**src/rtl/useq_pkg.sv**
```systemverilog
`timescale 1ns/1ps
package useq_pkg;
  localparam int HALF_W  = 4;
  localparam int ADDR_W  = 2 * HALF_W;
  localparam int LEN_W   = 4;
  localparam int NCOND   = 16;
  localparam int SEL_W   = $clog2(NCOND);
  localparam int WORD_W  = 28;

  // Field packing of the 28-bit micro-word, MSB first.
  typedef struct packed {
    logic             t2t;    // [27]
    logic             t2m;    // [26]
    logic [2:0]       xsel;   // [25:23]
    logic [2:0]       alu;    // [22:20]
    logic [1:0]       ssrc;   // [19:18]
    logic [2:0]       rsrc;   // [17:15]
    logic             xtr;    // [14]
    logic             iqn;    // [13]
    logic             brc;    // [12]
    logic [LEN_W-1:0] len;    // [11:8]
    logic [3:0]       smod;   // [7:4]
    logic [3:0]       pmod;   // [3:0]
  } uword_t;

  typedef enum logic {PH_LOAD = 1'b0, PH_BODY = 1'b1} phase_e;

  localparam logic [2:0] RSRC_ONE = 3'd0;
endpackage

```
**src/rtl/useq_rst_sync.sv**
```systemverilog
`timescale 1ns/1ps
module useq_rst_sync #(
  parameter int STAGES = 2
) (
  input  logic clk,
  input  logic rst_n_in,
  output logic rst_n_out
);
  logic [STAGES-1:0] sync_q;

  always_ff @(posedge clk or negedge rst_n_in) begin
    if (!rst_n_in) sync_q <= '0;
    else           sync_q <= {sync_q[STAGES-2:0], 1'b1};
  end

  assign rst_n_out = sync_q[STAGES-1];
endmodule

```
**src/rtl/useq_cond_mux.sv**
```systemverilog
`timescale 1ns/1ps
module useq_cond_mux #(
  parameter int NCOND = 16,
  localparam int SEL_W = $clog2(NCOND)
) (
  input  logic [NCOND-1:0] conds,
  input  logic [SEL_W-1:0] sel,
  output logic             cond
);
  always_comb begin
    cond = 1'b0;
    for (int i = 0; i < NCOND; i++) begin
      if (sel == SEL_W'(i)) cond = conds[i];
    end
  end
endmodule

```
**src/rtl/useq_timer.sv**
```systemverilog
`timescale 1ns/1ps
module useq_timer
  import useq_pkg::*;
#(
  parameter int CNT_W = 4
) (
  input  logic             clk,
  input  logic             rst_n,
  input  logic             ready,
  input  logic [CNT_W-1:0] len,
  input  logic             suppress,
  output logic             body,
  output logic             load_en,
  output logic             cyc_end,
  output logic             shift_en
);
  phase_e           ph_q, ph_d;
  logic [CNT_W-1:0] cnt_q, cnt_d;
  logic             cnt_en;
  logic             last;

  assign body     = (ph_q == PH_BODY);
  assign last     = (cnt_q == len);
  assign load_en  = (ph_q == PH_LOAD) && ready;
  assign cyc_end  = body && last;
  assign shift_en = body && !suppress;

  always_comb begin
    ph_d   = ph_q;
    cnt_d  = cnt_q;
    cnt_en = 1'b0;
    case (ph_q)
      PH_LOAD: begin
        if (ready) begin
          ph_d   = PH_BODY;
          cnt_d  = '0;
          cnt_en = 1'b1;
        end
      end
      PH_BODY: begin
        if (last) begin
          ph_d = PH_LOAD;
        end else begin
          cnt_d  = cnt_q + 1'b1;
          cnt_en = 1'b1;
        end
      end
      default: ph_d = PH_LOAD;
    endcase
  end

  always_ff @(posedge clk or negedge rst_n) begin
    if (!rst_n) begin
      ph_q  <= PH_LOAD;
      cnt_q <= '0;
    end else begin
      ph_q <= ph_d;
      if (cnt_en) cnt_q <= cnt_d;
    end
  end
endmodule

```
**src/rtl/useq_addr.sv**
```systemverilog
`timescale 1ns/1ps
module useq_addr #(
  parameter int HW = 4,
  localparam int AW = 2 * HW
) (
  input  logic          clk,
  input  logic          rst_n,
  input  logic          adv,
  input  logic [HW-1:0] pmod,
  input  logic [HW-1:0] smod,
  input  logic          brc,
  input  logic          cond,
  input  logic          qpm,
  input  logic [HW-1:0] qmod,
  output logic [AW-1:0] addr
);
  logic [HW-1:0] hi_q, hi_d;
  logic [HW-1:0] lo_q, lo_d;
  logic [HW-1:0] hi_mod;
  logic [HW-1:0] lo_mod;

  always_comb begin
    hi_mod = qpm ? qmod : pmod;
    lo_mod = smod ^ {{(HW-1){1'b0}}, brc & cond};
    hi_d   = hi_q ^ hi_mod;
    lo_d   = lo_q ^ lo_mod;
  end

  always_ff @(posedge clk or negedge rst_n) begin
    if (!rst_n) begin
      hi_q <= '0;
      lo_q <= '0;
    end else if (adv) begin
      hi_q <= hi_d;
      lo_q <= lo_d;
    end
  end

  assign addr = {hi_q, lo_q};
endmodule

```
**src/rtl/useq_core.sv**
```systemverilog
`timescale 1ns/1ps
module useq_core
  import useq_pkg::*;
(
  input  logic              clk,
  input  logic              rst_n,
  input  logic              ready,
  output logic [ADDR_W-1:0] rom_addr,
  input  logic [WORD_W-1:0] rom_data,
  input  logic [15:0]       ir,
  input  logic              bcarry,
  input  logic              pc0,
  input  logic              memref,
  input  logic              irq,
  input  logic              dcarry,
  input  logic              io_busy,
  output logic              shift_en,
  output logic              cyc_end,
  output logic [2:0]        r_sel,
  output logic [1:0]        s_sel,
  output logic [2:0]        alu_fn,
  output logic [2:0]        x_sel,
  output logic              ab_to_r,
  output logic              t_to_m,
  output logic              t_to_t
);
  logic             rst_n_s;
  uword_t           word_q;
  logic             load_en;
  logic             body;
  logic             cond_sel;
  logic             qpm;
  logic [NCOND-1:0] conds;
  logic [HALF_W-1:0] qmod;

  useq_rst_sync #(.STAGES(2)) u_rst (
    .clk       (clk),
    .rst_n_in  (rst_n),
    .rst_n_out (rst_n_s)
  );

  // Selector order is fixed by the microcode encoding.
  assign conds = {io_busy, dcarry, ir[8], irq, ir[10], memref, ir[15],
                  pc0, bcarry, ir[6:0]};

  useq_cond_mux #(.NCOND(NCOND)) u_cmux (
    .conds (conds),
    .sel   (word_q.pmod),
    .cond  (cond_sel)
  );

  always_ff @(posedge clk or negedge rst_n_s) begin
    if (!rst_n_s)     word_q <= '0;
    else if (load_en) word_q <= uword_t'(rom_data);
  end

  useq_timer #(.CNT_W(LEN_W)) u_tmr (
    .clk      (clk),
    .rst_n    (rst_n_s),
    .ready    (ready),
    .len      (word_q.len),
    .suppress (word_q.iqn & ~cond_sel),
    .body     (body),
    .load_en  (load_en),
    .cyc_end  (cyc_end),
    .shift_en (shift_en)
  );

  assign qpm  = word_q.xtr && (word_q.rsrc == RSRC_ONE);
  assign qmod = {ir[14], ir[13], ir[12], ir[11] & ir[14]};

  useq_addr #(.HW(HALF_W)) u_addr (
    .clk   (clk),
    .rst_n (rst_n_s),
    .adv   (cyc_end),
    .pmod  (word_q.pmod),
    .smod  (word_q.smod),
    .brc   (word_q.brc),
    .cond  (cond_sel),
    .qpm   (qpm),
    .qmod  (qmod),
    .addr  (rom_addr)
  );

  assign r_sel   = word_q.rsrc;
  assign s_sel   = word_q.ssrc;
  assign alu_fn  = word_q.alu;
  assign x_sel   = word_q.xsel;
  assign ab_to_r = word_q.xtr;
  assign t_to_m  = word_q.t2m;
  assign t_to_t  = word_q.t2t;
endmodule

```
**config.mk**
```make
export PLATFORM = sky130hd
export DESIGN_NAME = useq_core
export DESIGN_NICKNAME = d
export VERILOG_FILES = /design/src/rtl/useq_pkg.sv /design/src/rtl/useq_rst_sync.sv /design/src/rtl/useq_cond_mux.sv /design/src/rtl/useq_timer.sv /design/src/rtl/useq_addr.sv /design/src/rtl/useq_core.sv
export SDC_FILE = /design/constraint.sdc
export NUM_CORES = 1
export LEC_CHECK = 0
export CORE_ASPECT_RATIO = 1.4
export CORE_MARGIN = 4
export CORE_UTILIZATION = 40
export DETAILED_ROUTE_END_ITERATION = 6
export PLACE_DENSITY = 0.73
export SYNTH_ARGS = -nofsm -noshare
export SYNTH_HDL_FRONTEND = slang
export SYNTH_SLANG_ARGS = --single-unit
```
**constraint.sdc**
```tcl
create_clock -name clk -period 2.2 [get_ports clk]
set_input_delay 0.22 -clock clk [delete_from_list [all_inputs] [get_ports clk]]
set_output_delay 0.22 -clock clk [all_outputs]
set_load 0.01 [all_outputs]
```
Yosys cells after proc, flatten, opt, wreduce, memory -nomap -nowiden
Cells that the tools add are included.
- div/mod/pow operators: 0
- multiplexer cells: 23
- add/subtract/negate cells: 1
- $mul: 0
- eq/ne operators: 18
- bitwise gates (word level): 8
- shift operators: 0
- reductions and logical operators: 8
- order comparisons: 0
- operators with widths (cell ; number):
    $eq 4x4->1 const B ; 8
    $mux 1 ; 18
    $eq 4x3->1 const B ; 4
    $mux 4 ; 3
    $eq 4x2->1 const B ; 2
    $pmux 4 s2 ; 1
    $xor 4x4->4 ; 2
    $add 4x1->4 const B ; 1
    $eq 4x1->1 const B ; 1
    $eq 4x4->1 ; 1
    $logic_and 1x1->1 ; 4
    $logic_not 4->1 ; 1
    $ne 2x2->1 const B ; 2
    $xor 4x1->4 ; 1
    $and 1x1->1 ; 3
    $logic_not 3->1 ; 1
    $reduce_and 3->1 ; 1
    $not 1->1 ; 2
    $pmux 1 s2 ; 1
    $logic_not 1->1 ; 1
- bits in read-only memories: 0
- bits of input ports: 53
- flip-flop bits (word level): 43
- memories kept: 0
- memory bits (writable): 0
- logic and storage cells: 75
- output and inout port bits: 24
- latch bits: 0

Logic depth before layout (Yosys ltp)
- word-level depth: 21
- mapped depth: 7

Modules after synthesis
From an unflattened synthesis, not the netlist that was laid out.
- cells, all modules: 159
- area, all modules: 2189.6 µm²
- by module, submodules not included (module ; area an instance (µm²) ; cells an instance ; instances):
    useq_core ; 1246.2 ; 73 ; 1
    useq_addr ; 367.9 ; 31 ; 1
    useq_timer ; 351.6 ; 36 ; 1
    useq_cond_mux ; 170.2 ; 16 ; 1
    useq_rst_sync ; 53.8 ; 3 ; 1

Worst setup path after synthesis
Ideal clock, no wire load.
- path type: register -> output
- from: register word_q[0] (netlist name)
- to: output port shift_en
- stages on the path, launching flop included: 6
- path slack: 0.570 ns
- path buffers: 0
- arrival: 1.410 ns
- path through: dfrtp_1 -> mux4_2 -> nand2b_1 -> nand3_1 -> a31oi_1 -> o21a_1
- cells in the longest elaborated chain, start to end: 21
- elaborated cells on any way between the ends: 36
- classes of those cells: eq/ne (15); mux (16); bitwise (2); reduce/logical (3)
- RTL lines (element ; line ; RTL):
    start, declared ; useq_core.sv:28 ; uword_t word_q;
    start signal, assigned ; useq_core.sv:54 ; else if (load_en) word_q <= uword_t'(rom_data);
    $logic_not 4->1 ; useq_cond_mux.sv:13 ; if (sel == SEL_W'(i)) cond = conds[i];
    $mux 1 (15 in a row) ; useq_cond_mux.sv:13 ;
    $mux 1 (*) ; useq_cond_mux.sv:13 ;
    $not 1->1 (*) ; useq_core.sv:62 ; .suppress (word_q.iqn & ~cond_sel),
    $and 1x1->1 (*) ; useq_core.sv:62 ;
    $logic_not 1->1 (*) ; useq_timer.sv:26 ; assign shift_en = body && !suppress;
    $logic_and 1x1->1 (*) ; useq_timer.sv:26 ;
    end, declared ; useq_core.sv:17 ; output logic shift_en,
Every way passes the cells marked *; elsewhere a longest branch is shown, timed or not.

Worst setup path after layout
Same ends and word-level chain as after synthesis.

==> impl_summary.md <==
Cells and area
The layout net count is 305. The number of antenna diodes in the final layout is 0. The fraction of the core area covered by cells at the end of the flow is 60.3%.

Of the cells placed in the final design, the portion with a size suffix greater than 1 is 21.1%. The count of cells in the finished layout, fillers not included, comes to 315. The area overhead of the layout relative to synthesis is 42.3%.

CTS
The cts-stage hold buffer count is 0. TritonCTS built the clock tree. For the worst-skew pair, the clock arrives at the later sink with an insertion delay of 280 ps. The count of H-tree levels built during CTS is 2. TritonCTS created 5 clock buffers. The number of buffers between clock root and the deepest sink is 2. The sink count of the clock tree is 43.

The number of buffers inserted to repair setup after CTS is 0. Clock-pin slew was measured on the worst setup and hold paths at 70 ps. The clock tree root buffer cell is sky130_fd_sc_hd__clkbuf_8.

Die
The die is 93.7 um tall. The number of top-level pins is 77. The effective utilization at floorplan is 42.3%.

Measured along the x axis, the die boundary spans 69.2 um. The core outline area is 4950 sq um. The count of standard-cell rows is 30. The floorplan step defined a die boundary enclosing 6480 sq um.

Worst setup path
For this design, the slowest cell found on the critical path is sky130_fd_sc_hd__mux4_2. The total buffers and inverters traversed by the critical path is 1. The biggest cell delay along the critical path is 510 ps. The signal on the critical path passes through mux4_2 > nand2b_4 > nand3_2 > a31oi_1 > o21a_1 > clkdlybuf4s15_1. The endpoint class of the critical path is an output pin. The category of cells accounting for the largest share of critical-path delay is multiplexers.

The type of element launching the critical path is a flip-flop. For the worst setup path, the data required time is 1980 ps. The arrival time of the worst setup path is 1870 ps. The critical path is of the flip-flop to output pin type. Along the worst path, the maximum fanout reaches 2.

GRT
The number of global-route vias before repair is 1,584. The wire length of the first global-routing pass is 7.47 mm. The largest net degree at the start of global routing is 21. The aggregate global-route resource usage is 14.2%. The initial antenna violation count is 0. Global routing finished with a remaining overflow of 0.

Hold path
The tightest min-delay check is of the input pin to async pin type.

Timing
The upper clock frequency limit is 0.479 GHz. The worst path needs 2090 ps of the cycle, external delays included. The setup skew after layout is 4.24 ps. The share of the clock period used by the worst path is 94.8%.

The total count of max-transition violations in the final report was 0. The setup TNS is 0 ps. The final count of negative-setup-slack endpoints is 0. The worst setup slack after layout is 114 ps. The number of failing hold endpoints at the final stage is 0. Setup repair after global routing left no endpoint under its margin.

Placement
The pre-CTS setup slack is -89.6 ps. The last weighted congestion value of the routability-driven placer is 0.815. The quantity of I/O buffers inserted on ports is 74. The cell total after placement is 308. The placed wire-length estimate after detailed placement is 3.45 mm.

Route
The routed design has 4.43 mm of wire. In this run, the number of DRC markers left after iteration 0 of detailed routing was 38. The routed wire length per instance is 14.1 um. The final route contains 1,560 vias.

The final antenna-violating net count is 0. The length of the first detailed-routing pass in iterations is 4. In the routed layout, each cell is associated on average with a via count of 4.95. The DRC violation count after routing is 0.

Pwr
Registers are responsible for 39.7% of the overall power. The maximum ir drop on the vdd rail is 0.634 mV. Cell internal power was estimated by the tool at 2.55 mW. The clock power share is 11.9%.

The analysis attributes to cell leakage a power of 1.23 nW. For this design the total switching power over the nets is 1.31 mW. The power after layout is 3.85 mW.

The share of total power dissipated in combinational logic is 48.4%. Net switching is 34.0% of the power. Power spread over the standard cell area amounts to 1290 nW/um^2.

Job
Max-cap violations in this run came to 0.

Yosys
Among all flip-flop cells after synthesis, the most frequent one is sky130_fd_sc_hd__dfrtp_1. The yosys synthesis warning count is 0. Synthesis handed over a netlist of 177 instances.

The number of distinct library cell variants in the gate-level netlist after synthesis is 37. Counting flops with a built-in enable in the synthesized netlist gives 0. The net count of the mapped netlist is 231. The async set or reset register ratio after synthesis is 100%. The average instance area after synthesis is 11.9 sq um. The synthesized cell area is 2100 sq um.

The post-synthesis register bit count is 43. The sequential element share of the synthesized area is 51.3%.

Outcome
The run finished with clean final reports.
-- power groups by stage --
stage | Clock, mW | Sequential (mW) | Combinational [mW]
3_3_place_gp | 0 | 1.52 | 1.86
5_1_grt | 0.516 | 1.59 | 2.04
3_5_place_dp | 0 | 1.54 | 1.88
4_1_cts | 0.477 | 1.53 | 1.87
2_1_floorplan | 0 | 1.48 | 1.22
6_report | 0.458 | 1.53 | 1.87
-- cells in the final DEF, fill, tap and decap left out, types with 2 or more instances in the layout --
cell,synthesis,final
sky130_fd_sc_hd__a21oi_1,2,2
sky130_fd_sc_hd__a31oi_1,2,2
sky130_fd_sc_hd__buf_4,11,11
sky130_fd_sc_hd__clkbuf_1,2,2
sky130_fd_sc_hd__clkbuf_8,0,5
sky130_fd_sc_hd__clkdlybuf4s50_1,0,72
sky130_fd_sc_hd__dfrtp_1,43,40
sky130_fd_sc_hd__dfrtp_2,0,3
sky130_fd_sc_hd__inv_1,4,4
sky130_fd_sc_hd__mux2_2,28,28
sky130_fd_sc_hd__mux2i_1,6,6
sky130_fd_sc_hd__nand2_1,7,7
sky130_fd_sc_hd__nand2b_1,4,3
sky130_fd_sc_hd__nand3_1,8,7
sky130_fd_sc_hd__nand3b_1,2,2
sky130_fd_sc_hd__nand4_1,3,3
sky130_fd_sc_hd__nor2_1,9,9
sky130_fd_sc_hd__nor2b_1,5,4
sky130_fd_sc_hd__o21ai_0,5,5
sky130_fd_sc_hd__xnor2_1,8,8
sky130_fd_sc_hd__xor2_1,5,5
-- final cells by class --
type	count	area, sq um
multi-input combinational	112	912
tap	64	80.1
clock buffer	7	76.3
fill	445	1970
sequential	43	1080
timing repair buffer	85	822
inverter	4	15.0
-- per-stage QoR --
step / cell area, sq um / hold WS [ps]
CTS: 2970 / 73.2
global placement: 2900 / 227
finish: 2990 / 83.8
global route: 2990 / 66.7
detailed placement: 2900 / 228
floorplan: 2100 / -75.6
-- cells by family (layout without fill, tap and decap cells) --
| logic type | count (synthesis) | after routing | synth area share, % |
|---|---|---|---|
| compound gates | 15 | 15 | 4.41 |
| xor+xnor | 13 | 13 | 5.43 |
| fa+ha+maj | 1 | 1 | 0.596 |
| buf+inv | 22 | 96 | 6.20 |
| flops | 43 | 43 | 51.3 |
| mux | 35 | 35 | 19.0 |
| other cells | 1 | 1 | 0.179 |
| simple gates | 47 | 47 | 12.9 |
-- repair_timing --
action                                  4_1_cts  5_1_grt
endpoints found under the setup margin        2        1
resized for setup                             3        4
endpoints found under the hold margin         0        0
-- path summary, 6_finish.rpt --
kind,start,to,slack (ps),cells after the start
max,word_q[0]$_DFFE_PN0P_,shift_en,110,6
min,rst_n,u_rst.sync_q[0]$_DFF_PN0_,80,1
max reg2reg,word_q[2]$_DFFE_PN0P_,u_addr.lo_q[0]$_DFFE_PN0P_,560,6
min reg2reg,u_rst.sync_q[1]$_DFF_PN0_,u_tmr.cnt_q[1]$_DFFE_PN0P_,220,0
max in group asynchronous,u_rst.sync_q[1]$_DFF_PN0_,u_addr.hi_q[1]$_DFFE_PN0P_,1450,1
min in group clk,u_rst.sync_q[0]$_DFF_PN0_,u_rst.sync_q[1]$_DFF_PN0_,350,0
-- cells in the mapped netlist, types with 2 or more instances --
cell	number	area, sq um
sky130_fd_sc_hd__inv_1	4	15.0
sky130_fd_sc_hd__buf_4	11	82.6
sky130_fd_sc_hd__xnor2_1	8	70.1
sky130_fd_sc_hd__o21ai_0	5	25.0
sky130_fd_sc_hd__nand3b_1	2	15.0
sky130_fd_sc_hd__a31oi_1	2	12.5
sky130_fd_sc_hd__buf_2	5	25.0
sky130_fd_sc_hd__mux2i_1	6	60.1
sky130_fd_sc_hd__clkbuf_1	2	7.51
sky130_fd_sc_hd__nand4_1	3	18.8
sky130_fd_sc_hd__nand2_1	7	26.3
sky130_fd_sc_hd__nor2_1	9	33.8
sky130_fd_sc_hd__mux2_2	28	315
sky130_fd_sc_hd__xor2_1	5	43.8
sky130_fd_sc_hd__a21oi_1	2	10.0
sky130_fd_sc_hd__nor2b_1	5	31.3
sky130_fd_sc_hd__nand2b_1	4	25.0
sky130_fd_sc_hd__nand3_1	8	40.0
sky130_fd_sc_hd__dfrtp_1	43	1080
-- state kept, by name, summed over array words and instances (netlist names) --
| register | flops |
|---|---|
| t_to_m | 1 |
| s_sel | 2 |
| ab_to_r | 1 |
| word_q | 14 |
| u_tmr.body | 1 |
| u_addr.hi_q | 4 |
| u_addr.lo_q | 4 |
| u_tmr.cnt_q | 4 |
| t_to_t | 1 |
| r_sel | 3 |
| x_sel | 3 |
| alu_fn | 3 |
| u_rst.sync_q | 2 |
-- metal layers --
layer	vias up	global-route usage (%)	routed length, um
li1	754	-	-
met1	751	17.0	1950
met2	51	24.7	2200
met3	4	4.39	233
met4	0	3.42	42
met5	-	0	0
(Power assumes the default switching activity.)
